==> src/rtl/rdma_pkg.sv <==
package rdma_pkg;
  typedef enum logic [1:0] {
    M_TO_EXP  = 2'd0,
    M_TO_HOST = 2'd1,
    M_SWAP    = 2'd2,
    M_CMP     = 2'd3
  } xfer_mode_e;

  typedef enum logic [2:0] {
    S_IDLE, S_ARMED, S_RD_H, S_RD_X, S_WR_H, S_WR_X, S_FIN
  } fsm_state_e;

  localparam logic [3:0] OFS_STAT = 4'h0;
  localparam logic [3:0] OFS_CMD  = 4'h1;
  localparam logic [3:0] OFS_HLO  = 4'h2;
  localparam logic [3:0] OFS_HHI  = 4'h3;
  localparam logic [3:0] OFS_XLO  = 4'h4;
  localparam logic [3:0] OFS_XHI  = 4'h5;
  localparam logic [3:0] OFS_BANK = 4'h6;
  localparam logic [3:0] OFS_LLO  = 4'h7;
  localparam logic [3:0] OFS_LHI  = 4'h8;
  localparam logic [3:0] OFS_ICTL = 4'h9;
  localparam logic [3:0] OFS_ACTL = 4'hA;
endpackage

==> src/rtl/rdma_ctr.sv <==
module rdma_ctr #(
  parameter int unsigned W    = 16,
  parameter bit          DOWN = 1'b0
) (
  input  logic         clk_i,
  input  logic         rst_ni,
  input  logic         wr_i,
  input  logic [W-1:0] wr_val_i,
  input  logic         reload_i,
  input  logic         step_i,
  output logic [W-1:0] cur_o
);
  logic [W-1:0] prog_q, cur_q, nxt;

  generate
    if (DOWN) begin : g_down
      assign nxt = cur_q - W'(1);
    end else begin : g_up
      assign nxt = cur_q + W'(1);
    end
  endgenerate

  always_ff @(posedge clk_i or negedge rst_ni) begin
    if (!rst_ni) begin
      prog_q <= '0;
      cur_q  <= '0;
    end else if (wr_i) begin
      prog_q <= wr_val_i;
      cur_q  <= wr_val_i;
    end else if (reload_i) begin
      cur_q <= prog_q;
    end else if (step_i) begin
      cur_q <= nxt;
    end
  end

  assign cur_o = cur_q;

  a_r7_reload_restores: assert property (@(posedge clk_i) disable iff (!rst_ni)
    (reload_i && !wr_i) |=> (cur_o == $past(prog_q)));
endmodule

==> src/rtl/rdma_fsm.sv <==
module rdma_fsm import rdma_pkg::*; (
  input  logic       clk_i,
  input  logic       rst_ni,
  input  logic       cmd_wr_i,
  input  logic       exec_i,
  input  logic       imm_i,
  input  xfer_mode_e start_mode_i,
  input  xfer_mode_e mode_i,
  input  logic       trig_i,
  input  logic       last_i,
  input  logic       h_ack_i,
  input  logic [7:0] h_rdata_i,
  input  logic       x_ack_i,
  input  logic [7:0] x_rdata_i,
  output logic       h_req_o,
  output logic       h_we_o,
  output logic [7:0] h_wdata_o,
  output logic       x_req_o,
  output logic       x_we_o,
  output logic [7:0] x_wdata_o,
  output logic       step_o,
  output logic       len_step_o,
  output logic       fin_o,
  output logic       mismatch_o,
  output logic       busy_o
);
  fsm_state_e st_q, st_d;
  logic [7:0] hbyte_q, xbyte_q;
  logic       byte_done;

  function automatic fsm_state_e first_st(input xfer_mode_e m);
    return (m == M_TO_HOST) ? S_RD_X : S_RD_H;
  endfunction

  always_comb begin
    st_d       = st_q;
    byte_done  = 1'b0;
    h_req_o    = 1'b0;
    h_we_o     = 1'b0;
    x_req_o    = 1'b0;
    x_we_o     = 1'b0;
    fin_o      = 1'b0;
    mismatch_o = 1'b0;
    step_o     = 1'b0;
    len_step_o = 1'b0;
    case (st_q)
      S_IDLE, S_ARMED: begin
        if (cmd_wr_i) begin
          if (!exec_i)    st_d = S_IDLE;
          else if (imm_i) st_d = first_st(start_mode_i);
          else            st_d = S_ARMED;
        end else if (st_q == S_ARMED && trig_i) begin
          st_d = first_st(mode_i);
        end
      end
      S_RD_H: begin
        h_req_o = 1'b1;
        if (h_ack_i) st_d = (mode_i == M_TO_EXP) ? S_WR_X : S_RD_X;
      end
      S_RD_X: begin
        x_req_o = 1'b1;
        if (x_ack_i) begin
          if (mode_i == M_CMP) begin
            if (x_rdata_i != hbyte_q) begin
              mismatch_o = 1'b1;
              st_d       = S_FIN;
            end else begin
              byte_done = 1'b1;
            end
          end else begin
            st_d = S_WR_H;
          end
        end
      end
      S_WR_H: begin
        h_req_o = 1'b1;
        h_we_o  = 1'b1;
        if (h_ack_i) begin
          if (mode_i == M_SWAP) st_d = S_WR_X;
          else                  byte_done = 1'b1;
        end
      end
      S_WR_X: begin
        x_req_o = 1'b1;
        x_we_o  = 1'b1;
        if (x_ack_i) byte_done = 1'b1;
      end
      S_FIN: begin
        fin_o = 1'b1;
        st_d  = S_IDLE;
      end
      default: st_d = S_IDLE;
    endcase
    if (byte_done) begin
      step_o     = 1'b1;
      len_step_o = !last_i;
      st_d       = last_i ? S_FIN : first_st(mode_i);
    end
  end

  always_ff @(posedge clk_i or negedge rst_ni) begin
    if (!rst_ni) begin
      st_q    <= S_IDLE;
      hbyte_q <= '0;
      xbyte_q <= '0;
    end else begin
      st_q <= st_d;
      if (st_q == S_RD_H && h_ack_i) hbyte_q <= h_rdata_i;
      if (st_q == S_RD_X && x_ack_i) xbyte_q <= x_rdata_i;
    end
  end

  assign h_wdata_o = xbyte_q;
  assign x_wdata_o = hbyte_q;
  assign busy_o    = !(st_q == S_IDLE || st_q == S_ARMED);

  a_r2_one_port: assert property (@(posedge clk_i) disable iff (!rst_ni)
    !(h_req_o && x_req_o));
  a_r6_quiet_armed: assert property (@(posedge clk_i) disable iff (!rst_ni)
    (st_q == S_ARMED) |-> (!h_req_o && !x_req_o));
  a_r5_mismatch_ends: assert property (@(posedge clk_i) disable iff (!rst_ni)
    mismatch_o |=> (fin_o && !step_o));
endmodule

==> src/rtl/rdma_top.sv <==
module rdma_top import rdma_pkg::*; #(
  parameter int unsigned BANK_W    = 3,
  parameter logic [15:0] TRIG_ADDR = 16'hFF00,
  parameter logic [3:0]  VERSION   = 4'h0,
  parameter logic        CHIP_TYPE = 1'b1
) (
  input  logic                 clk_i,
  input  logic                 rst_ni,
  input  logic                 reg_cs_i,
  input  logic                 reg_we_i,
  input  logic [3:0]           reg_addr_i,
  input  logic [7:0]           reg_wdata_i,
  output logic [7:0]           reg_rdata_o,
  input  logic                 snoop_we_i,
  input  logic [15:0]          snoop_addr_i,
  output logic                 h_req_o,
  output logic                 h_we_o,
  output logic [15:0]          h_addr_o,
  output logic [7:0]           h_wdata_o,
  input  logic [7:0]           h_rdata_i,
  input  logic                 h_ack_i,
  output logic                 x_req_o,
  output logic                 x_we_o,
  output logic [16+BANK_W-1:0] x_addr_o,
  output logic [7:0]           x_wdata_o,
  input  logic [7:0]           x_rdata_i,
  input  logic                 x_ack_i,
  output logic                 irq_o,
  output logic                 busy_o
);
  localparam int unsigned EXT_W = 16 + BANK_W;

  logic busy, reg_wr, reg_rd, rd_stat;
  logic wr_cmd, wr_h, wr_x, wr_l, wr_ictl, wr_actl;
  logic step, len_step, fin, mismatch, trig, do_reload;
  logic [15:0]      h_cur, h_val, l_cur, l_val;
  logic [EXT_W-1:0] x_cur, x_val;
  logic [7:0]       bank_rd;

  logic       cmd_exec, cmd_reload, cmd_imm;
  xfer_mode_e cmd_mode;
  logic [2:0] ictl_q;
  logic [1:0] actl_q;
  logic       st_irq, st_end, st_err, set_irq;

  assign reg_wr  = reg_cs_i && reg_we_i && !busy;
  assign reg_rd  = reg_cs_i && !reg_we_i;
  assign rd_stat = reg_rd && (reg_addr_i == OFS_STAT);
  assign wr_cmd  = reg_wr && (reg_addr_i == OFS_CMD);
  assign wr_h    = reg_wr && (reg_addr_i == OFS_HLO || reg_addr_i == OFS_HHI);
  assign wr_x    = reg_wr && (reg_addr_i == OFS_XLO || reg_addr_i == OFS_XHI
                              || reg_addr_i == OFS_BANK);
  assign wr_l    = reg_wr && (reg_addr_i == OFS_LLO || reg_addr_i == OFS_LHI);
  assign wr_ictl = reg_wr && (reg_addr_i == OFS_ICTL);
  assign wr_actl = reg_wr && (reg_addr_i == OFS_ACTL);
  assign trig    = snoop_we_i && (snoop_addr_i == TRIG_ADDR);
  assign do_reload = fin && cmd_reload;

  // byte-merged write values
  always_comb begin
    h_val = h_cur;
    l_val = l_cur;
    x_val = x_cur;
    if (reg_addr_i == OFS_HLO) h_val[7:0]  = reg_wdata_i;
    else                       h_val[15:8] = reg_wdata_i;
    if (reg_addr_i == OFS_LLO) l_val[7:0]  = reg_wdata_i;
    else                       l_val[15:8] = reg_wdata_i;
    case (reg_addr_i)
      OFS_XLO: x_val[7:0]       = reg_wdata_i;
      OFS_XHI: x_val[15:8]      = reg_wdata_i;
      default: x_val[EXT_W-1:16] = reg_wdata_i[BANK_W-1:0];
    endcase
  end

  rdma_ctr #(.W(16), .DOWN(1'b0)) u_hctr (
    .clk_i, .rst_ni, .wr_i(wr_h), .wr_val_i(h_val), .reload_i(do_reload),
    .step_i(step && !actl_q[1]), .cur_o(h_cur));

  rdma_ctr #(.W(EXT_W), .DOWN(1'b0)) u_xctr (
    .clk_i, .rst_ni, .wr_i(wr_x), .wr_val_i(x_val), .reload_i(do_reload),
    .step_i(step && !actl_q[0]), .cur_o(x_cur));

  rdma_ctr #(.W(16), .DOWN(1'b1)) u_lctr (
    .clk_i, .rst_ni, .wr_i(wr_l), .wr_val_i(l_val), .reload_i(do_reload),
    .step_i(len_step), .cur_o(l_cur));

  rdma_fsm u_fsm (
    .clk_i, .rst_ni,
    .cmd_wr_i(wr_cmd), .exec_i(reg_wdata_i[7]), .imm_i(reg_wdata_i[4]),
    .start_mode_i(xfer_mode_e'(reg_wdata_i[1:0])), .mode_i(cmd_mode),
    .trig_i(trig), .last_i(l_cur == 16'd1),
    .h_ack_i, .h_rdata_i, .x_ack_i, .x_rdata_i,
    .h_req_o, .h_we_o, .h_wdata_o, .x_req_o, .x_we_o, .x_wdata_o,
    .step_o(step), .len_step_o(len_step), .fin_o(fin),
    .mismatch_o(mismatch), .busy_o(busy));

  assign set_irq = ictl_q[2] && ((fin && ictl_q[1]) || (mismatch && ictl_q[0]));

  always_ff @(posedge clk_i or negedge rst_ni) begin
    if (!rst_ni) begin
      cmd_exec   <= 1'b0;
      cmd_reload <= 1'b0;
      cmd_imm    <= 1'b0;
      cmd_mode   <= M_TO_EXP;
      ictl_q     <= '0;
      actl_q     <= '0;
      st_irq     <= 1'b0;
      st_end     <= 1'b0;
      st_err     <= 1'b0;
    end else begin
      if (wr_cmd) begin
        cmd_exec   <= reg_wdata_i[7];
        cmd_reload <= reg_wdata_i[5];
        cmd_imm    <= reg_wdata_i[4];
        cmd_mode   <= xfer_mode_e'(reg_wdata_i[1:0]);
      end else if (fin) begin
        cmd_exec <= 1'b0;
      end
      if (wr_ictl) ictl_q <= reg_wdata_i[7:5];
      if (wr_actl) actl_q <= reg_wdata_i[7:6];
      st_irq <= set_irq  || (st_irq && !rd_stat);
      st_end <= fin      || (st_end && !rd_stat);
      st_err <= mismatch || (st_err && !rd_stat);
    end
  end

  always_comb begin
    bank_rd = '0;
    bank_rd[BANK_W-1:0] = x_cur[EXT_W-1:16];
  end

  always_comb begin
    case (reg_addr_i)
      OFS_STAT: reg_rdata_o = {st_irq, st_end, st_err, CHIP_TYPE, VERSION};
      OFS_CMD:  reg_rdata_o = {cmd_exec, 1'b0, cmd_reload, cmd_imm, 2'b00, cmd_mode};
      OFS_HLO:  reg_rdata_o = h_cur[7:0];
      OFS_HHI:  reg_rdata_o = h_cur[15:8];
      OFS_XLO:  reg_rdata_o = x_cur[7:0];
      OFS_XHI:  reg_rdata_o = x_cur[15:8];
      OFS_BANK: reg_rdata_o = bank_rd;
      OFS_LLO:  reg_rdata_o = l_cur[7:0];
      OFS_LHI:  reg_rdata_o = l_cur[15:8];
      OFS_ICTL: reg_rdata_o = {ictl_q, 5'b0};
      OFS_ACTL: reg_rdata_o = {actl_q, 6'b0};
      default:  reg_rdata_o = 8'hFF;
    endcase
  end

  assign h_addr_o = h_cur;
  assign x_addr_o = x_cur;
  assign irq_o    = st_irq;
  assign busy_o   = busy;

  a_r11_exec_cleared: assert property (@(posedge clk_i) disable iff (!rst_ni)
    fin |=> !cmd_exec);
  a_r12_irq_enabled: assert property (@(posedge clk_i) disable iff (!rst_ni)
    $rose(irq_o) |-> ictl_q[2]);
  a_r13_no_write_busy: assert property (@(posedge clk_i) disable iff (!rst_ni)
    (busy && !fin) |=> $stable(ictl_q) && $stable(actl_q));
endmodule

==> config.mk <==
export PLATFORM = sky130hd
export DESIGN_NAME = rdma_top
export DESIGN_NICKNAME = d
export VERILOG_FILES = /design/src/rtl/rdma_pkg.sv /design/src/rtl/rdma_ctr.sv /design/src/rtl/rdma_fsm.sv /design/src/rtl/rdma_top.sv
export SDC_FILE = /design/constraint.sdc
export NUM_CORES = 1
export LEC_CHECK = 0
export ABC_AREA = 1
export BUFFER_PORTS_ARGS = -buffer_cell sky130_fd_sc_hd__buf_4
export CORE_ASPECT_RATIO = 0.6
export CORE_UTILIZATION = 59
export DETAILED_ROUTE_END_ITERATION = 10
export PLACE_DENSITY_LB_ADDON = 0.12
export SYNTH_ARGS = -nofsm -noshare
export SYNTH_HDL_FRONTEND = slang
export SYNTH_SLANG_ARGS = --single-unit
==> constraint.sdc <==
create_clock -name clk_i -period 2 [get_ports clk_i]
set_input_delay 0.2 -clock clk_i [delete_from_list [all_inputs] [get_ports clk_i]]
set_output_delay 0.2 -clock clk_i [all_outputs]
set_load 0.05 [all_outputs]
* After elaboration in Yosys (flattened, before gate mapping)
Index checks and enable logic that the tools add are counted.
** Cells by class
- $add $sub $neg :: 3
- Multiplexer cells :: 53
- Eq/ne operators :: 30
- Reduce and logical (&&, ||, !) cells :: 50
** Operators by type and width (number)
- 16-bit two-way mux :: 6
- 8-bit one-hot mux with 11 select lines :: 1
- 19-bit two-way mux :: 3
- 8-bit two-way mux :: 6
- 3-bit two-way mux :: 14
- 1-bit logical AND :: 23
- 1-bit two-way mux :: 21
- 19-bit by 1-bit adder with 19-bit output, second input constant :: 1
- 16-bit by 1-bit adder with 16-bit output, second input constant :: 1
- 16-bit by 1-bit equality test with 1-bit output, second input constant :: 1
- 16-bit equality test, second input constant :: 1
- 4-bit by 3-bit equality test with 1-bit output, second input constant :: 4
- 16-bit by 1-bit subtractor with 16-bit output, second input constant :: 1
- 3-bit one-hot mux with 5 select lines :: 1
- 4-bit equality test, second input constant :: 3
- 3-bit equality test, second input constant :: 3
- 1-bit logical OR :: 9
- 3-bit by 2-bit != test with 1-bit output, second input constant :: 3
- 3-bit nonzero test :: 3
- 4-bit by 2-bit equality test with 1-bit output, second input constant :: 2
- 8-bit != test :: 1
- 2-bit OR reduction :: 4
- 7-bit AND reduction :: 1
- 3-bit by 2-bit equality test with 1-bit output, second input constant :: 2
- 14 further kinds :: 21
** Word-level totals
- Logic and storage cells :: 154
- Register bits after elaboration :: 134

* Longest topological paths before layout
- Depth after elaboration :: 10
- Mapped depth :: 12
- Depth with buffers taken out :: 12

* By module
From an unflattened synthesis, not the netlist that was laid out.
** Second synthesis, totals
- Cells, all modules :: 1336
- Area, all modules :: 9103.7 µm²
** By module, submodules not included
- rdma_ctr at u_xctr :: seq. area each 950.9 µm², area each 2285.9 µm², cells each 304, instances 1
- rdma_top :: seq. area each 325.3 µm², area each 1901.8 µm², cells each 368, instances 1
- rdma_ctr at u_lctr :: seq. area each 800.8 µm², area each 1895.6 µm², cells each 265, instances 1
- rdma_ctr at u_hctr :: seq. area each 800.8 µm², area each 1845.5 µm², cells each 252, instances 1
- rdma_fsm :: seq. area each 475.5 µm², area each 1174.9 µm², cells each 147, instances 1

* Least setup slack after synthesis
Ideal clock, no wire load.
- Path type :: register -> register
- From :: reg u_fsm.st_q[2]
- To :: reg u_xctr.cur_q[13] (netlist: u_xctr.cur_o[13])
- Stages on the path, launching flop included :: 11
- Library setup time :: 0.119 ns
- Path slack :: -0.001 ns
- Arrival :: 1.882 ns
- Cell sequence :: dfrtp_1 inv_2 nand2_1 nor2_2 nand3_2 inv_2 nor2_2 buf_2 buf_4 nand3_1 nand2_1
** On the way
- Longest elaborated chain between the ends :: 5
- Elaborated cells between the ends (all ways) :: 17
** RTL lines
- start, declared :: line rdma_fsm.sv:27 : fsm_state_e st_q, st_d;
- start signal, assigned :: line rdma_fsm.sv:107 : st_q <= st_d;
- 3-bit equality test (tied with other cells) :: line rdma_fsm.sv:46 : case (st_q)
- 1-bit one-hot mux with 3 select lines (tied with other cells) :: line rdma_fsm.sv:46
- 1-bit two-way mux (tied with other cells) :: line rdma_fsm.sv:94 : if (byte_done) begin
- 1-bit logical AND (tied with other cells) :: line rdma_top.sv:81 : .step_i(step && !actl_q[0]), .cur_o(x_cur));
- 3-bit nonzero test (no line) / 19-bit two-way mux (equally long branches)
- end signal, assigned :: line rdma_ctr.sv:29 : cur_q <= wr_val_i;
- end signal, assigned :: line rdma_ctr.sv:31 : cur_q <= prog_q;
- end signal, assigned :: line rdma_ctr.sv:33 : cur_q <= nxt;
- end, declared :: line rdma_ctr.sv:13 : logic [W-1:0] prog_q, cur_q, nxt;
Several ways; a longest one is shown, not always the timed one.
A chain may end at the register's enable or synchronous reset.

* Final worst setup path
- From :: reg u_xctr.cur_q[16] (netlist: u_xctr.cur_o[16])
- To :: out reg_rdata_o[0]
** On the way
- Longest elaborated chain between the ends :: 1
** RTL lines
- 8-bit one-hot mux with 11 select lines :: line rdma_top.sv:133 : case (reg_addr_i)
- end, declared :: line rdma_top.sv:13 : output logic [7:0] reg_rdata_o,
No other way between the ends.

==> impl_results.md <==
* Leak at 5.55 nW
* H-tree Lvls at 4
* Critical path launch point type: flop
* Peak supply drop at just over 900 uV
* Drt pass-1 iters at 6
* Critical path peak fanout at 7
* Vias per cell at 5.89
* Sw Share at 45.7%
* Setup WS post-layout at 23.3 ps
* Fillers at 1067
* Vias in the first global route at between 8000 and 9000
* Antenna violations before repair at 0
* Worst endpoint required time at 1800 ps
* Gr usage total at 41.5%
* Num ports at between 100 and 150
* Clk slew on worst S/H paths at approximately 60 ps
* Met2 Usage GRT at 59.7%
* GR Util met3 at 10.9%
* Internal power at around 0.0084 W
* Flop pwr share at between 30% and 40%
* Die Ht at between 90 and 100 um
* Final min period at 1980 ps
* Avg WL per Cell at 18.6 um
* Syn avg cell area at 6.80 um^2
* Register area at approximately 3400 um^2
* Count of final setup violators at 0
* Cell taking the most area after synthesis: dfrtp_1
* Post-DP HPWL at 21.5 mm
* Pin count of the biggest net entering global routing at 48
* Synth unique cells at 36
* Final nets at 1466
* Worst Path Class, Setup: reg2out
* RePlAce Congestion at 1.01
* Worst skew pair latency at 430 ps
* Status: complete, no violations
* Die ar. at 15200 um^2
* Diode count at 0
* Max Cap Violations at 0
* Sequential share of the synthesized area at 38.7%
* Cts bufs inserted at 17
* F_max at 506 MHz
* Starting Density at 61.9%
* Global-route wire length before repair at 46.8 mm
* Busiest layer in global routing: met1
* Ys async rst share at 100%
* Cells on Worst Hold Path at 2
* Worst-Margin Slew at approximately 570 ps
* CTS root buffer: clkbuf_16
* Worst r2r path cells at 11
* ANT nets after route at 0
* Mapped Cells at ~1300
* Total negative slack at 0 ps
* Mapped Area at 8670 um^2
* Multi-input gate area at between 4000 and 5000 um^2
* Yosys warns at 0
* Post-Syn Nets at between 1000 and 1500
* Area growth syn-to-layout at 23.8%
* Layout Skew at 12.1 ps
* Pre-CTS WS at -81.2 ps
* Total grt overflow at 0
* Hold crit path type: in2reg
* Rows at 33
* Gate power share at 46.8%
* CTS tree: yes
* Endpoint type of the worst setup path: output pin
* Die W at about 160 um
* Met1 Track Usage GR at between 50% and 60%
* Post-synth EDFFs at 0
* Power density over the cells at 1440 nW/um^2
* Max Slew Vio Count at 0
* Layout cells sized above 1 at between 10% and 20%
* Final wirelength at roughly 30 mm
* Drt initial violations at 1241
* Main flop type after synthesis: dfrtp_1
* Register bit total from synthesis at around 130
* Power, Total at roughly 0.015 W
* Area fraction of the dominant cell type after synthesis at between 30% and 40%
* Final hold vios at 0
* # clock sinks at 134
* Slew headroom at 61.9%
* Crit path DAT at 1780 ps
* Sw Pwr at approximately 0.007 W
* Vias at 9516
* # DRC at 0
* Area contributors post-synth: dfrtp_1 (39%), nand2_1 (18%), o21ai_0 (8.9%), nand3_1 (6.4%), inv_1 (5.6%)
* Max Root-Sink Buffers at 2
* Port Buffers at 115
* Core Area at 14000 um^2
* Clock power share at 22.7%
* Final worst path period share at 98.8%
-- critical path, cell delays in order (launching register included) --
cell and delay [ps]:
dfrtp_1 480, inv_1 160, o22ai_1 100, a21oi_1 220, nand3_1 160, buf_4 230
-- kinds of logic (layout without fill, tap and decap cells) --
family / count (synthesis) / after routing / synth area share (%)
fa+ha+maj: 4 / 4 / 0.577
xor+xnor: 20 / 20 / 2.02
mux: 14 / 14 / 1.82
buf+inv: 185 / 333 / 8.72
flops: 134 / 134 / 38.7
compound gates: 261 / 261 / 16.1
simple gates: 657 / 657 / 32.1
-- metrics by stage --
| stage | hold slack (ps) | area [um^2] | std cells | util, % |
|---|---|---|---|---|
| floorplan | -95.6 | 8670 | 1275 | - |
| global placement | 158 | 9900 | 1580 | 70.8 |
| detailed placement | 159 | 9900 | 1580 | 70.8 |
| CTS | 3.80 | 10600 | 1612 | 75.5 |
| global route | 11.5 | 10700 | 1615 | 76.7 |
| finish | 6.94 | 10700 | 1615 | 76.7 |
-- repair_timing --
action,in CTS,in global routing
gates cloned,0,0
hold endpoints to repair,44,0
gates resized for setup,2,25
pin swaps,0,3
setup endpoints to repair,45,54
buffers inserted,0,3
hold buffers,1,0
-- cells in the mapped netlist, types with 2 or more instances --
| library cell | instances |
|---|---|
| nand3_1 | 111 |
| buf_2 | 18 |
| xor2_1 | 12 |
| nand2_1 | 411 |
| o221ai_1 | 2 |
| buf_4 | 6 |
| dfrtp_1 | 134 |
| nor2_2 | 6 |
| o211ai_1 | 6 |
| nor3_1 | 5 |
| ha_1 | 4 |
| nand4_1 | 17 |
| inv_2 | 7 |
| mux2_2 | 14 |
| a221oi_1 | 8 |
| a21oi_1 | 69 |
| nor2_1 | 87 |
| o22ai_1 | 13 |
| o21ai_0 | 155 |
| xnor2_1 | 8 |
| nand2_4 | 8 |
| clkbuf_1 | 21 |
| and2_1 | 2 |
| o21ai_1 | 5 |
| inv_1 | 130 |
| nand3_2 | 4 |
| buf_6 | 2 |
| or2_2 | 2 |
-- cell usage in the layout (no fill, tap or decap), types with 3 or more instances in the layout --
master,count
nand2_8,8
xor2_1,12
nand3_1,111
nand4_1,17
xnor2_1,8
nor2_1,85
bufinv_16,5
nand3_2,3
a221oi_1,7
mux2_2,14
clkbuf_16,17
o21ai_0,155
o211ai_1,6
clkinv_2,3
buf_4,158
o21ai_1,5
nor2_4,5
ha_1,3
nor2_2,4
dfrtp_1,132
a21oi_1,68
o22ai_1,12
nor3_1,4
nand2_1,410
buf_6,3
inv_1,129
inv_2,7
-- power groups by stage --
stage	Sequential (W)	Clock, W	Combinational, W
floorplan	0.00575	0	0.00350
global placement	0.00463	0	0.00680
detailed placement	0.00467	0	0.00693
CTS	0.00464	0.00350	0.00700
global route	0.00480	0.00360	0.00788
finish	0.00470	0.00351	0.00723
-- layer usage --
layer	up-vias	wire length [um]
li1	4439	-
met3	60	4190
met5	-	0
met1	4345	12900
met4	0	699
met2	672	12300
-- area by class of cell --
type                    count  area share (%)
multi-input cells         956            43.8
clock buffers              19            4.13
clock inverters            12            1.88
repair buffers            164            11.8
inverters                 138            4.86
flip-flops and latches    134            31.3
well taps                 192            2.24
-- registers in the layout (all words and copies together), names as in the netlist --
| name | cells |
|---|---|
| u_hctr.cur_o | 16 |
| u_xctr.prog_q | 19 |
| irq_o | 1 |
| ictl_q | 3 |
| actl_q | 2 |
| u_fsm.x_wdata_o | 8 |
| cmd_reload | 1 |
| cmd_imm | 1 |
| u_hctr.prog_q | 16 |
| cmd_mode | 2 |
| cmd_exec | 1 |
| u_lctr.prog_q | 16 |
| st_err | 1 |
| u_fsm.st_q | 3 |
| u_lctr.cur_o | 16 |
| st_end | 1 |
| u_fsm.h_wdata_o | 8 |
| u_xctr.cur_o | 19 |
-- path summary, 6_finish.rpt --
path                                   from                 end  slack, ps
max                        u_xctr.cur_o[16]      reg_rdata_o[0]         20
min                            h_rdata_i[1]  u_fsm.x_wdata_o[1]          7
max reg2reg                   u_fsm.st_q[1]    u_xctr.cur_o[15]         70
min reg2reg                u_xctr.prog_q[0]    u_xctr.prog_q[0]        470
max in group asynchronous            rst_ni    u_hctr.cur_o[11]        980
min in group asynchronous            rst_ni    u_lctr.cur_o[12]        270
No activity file was read; power rests on OpenSTA's default activity.
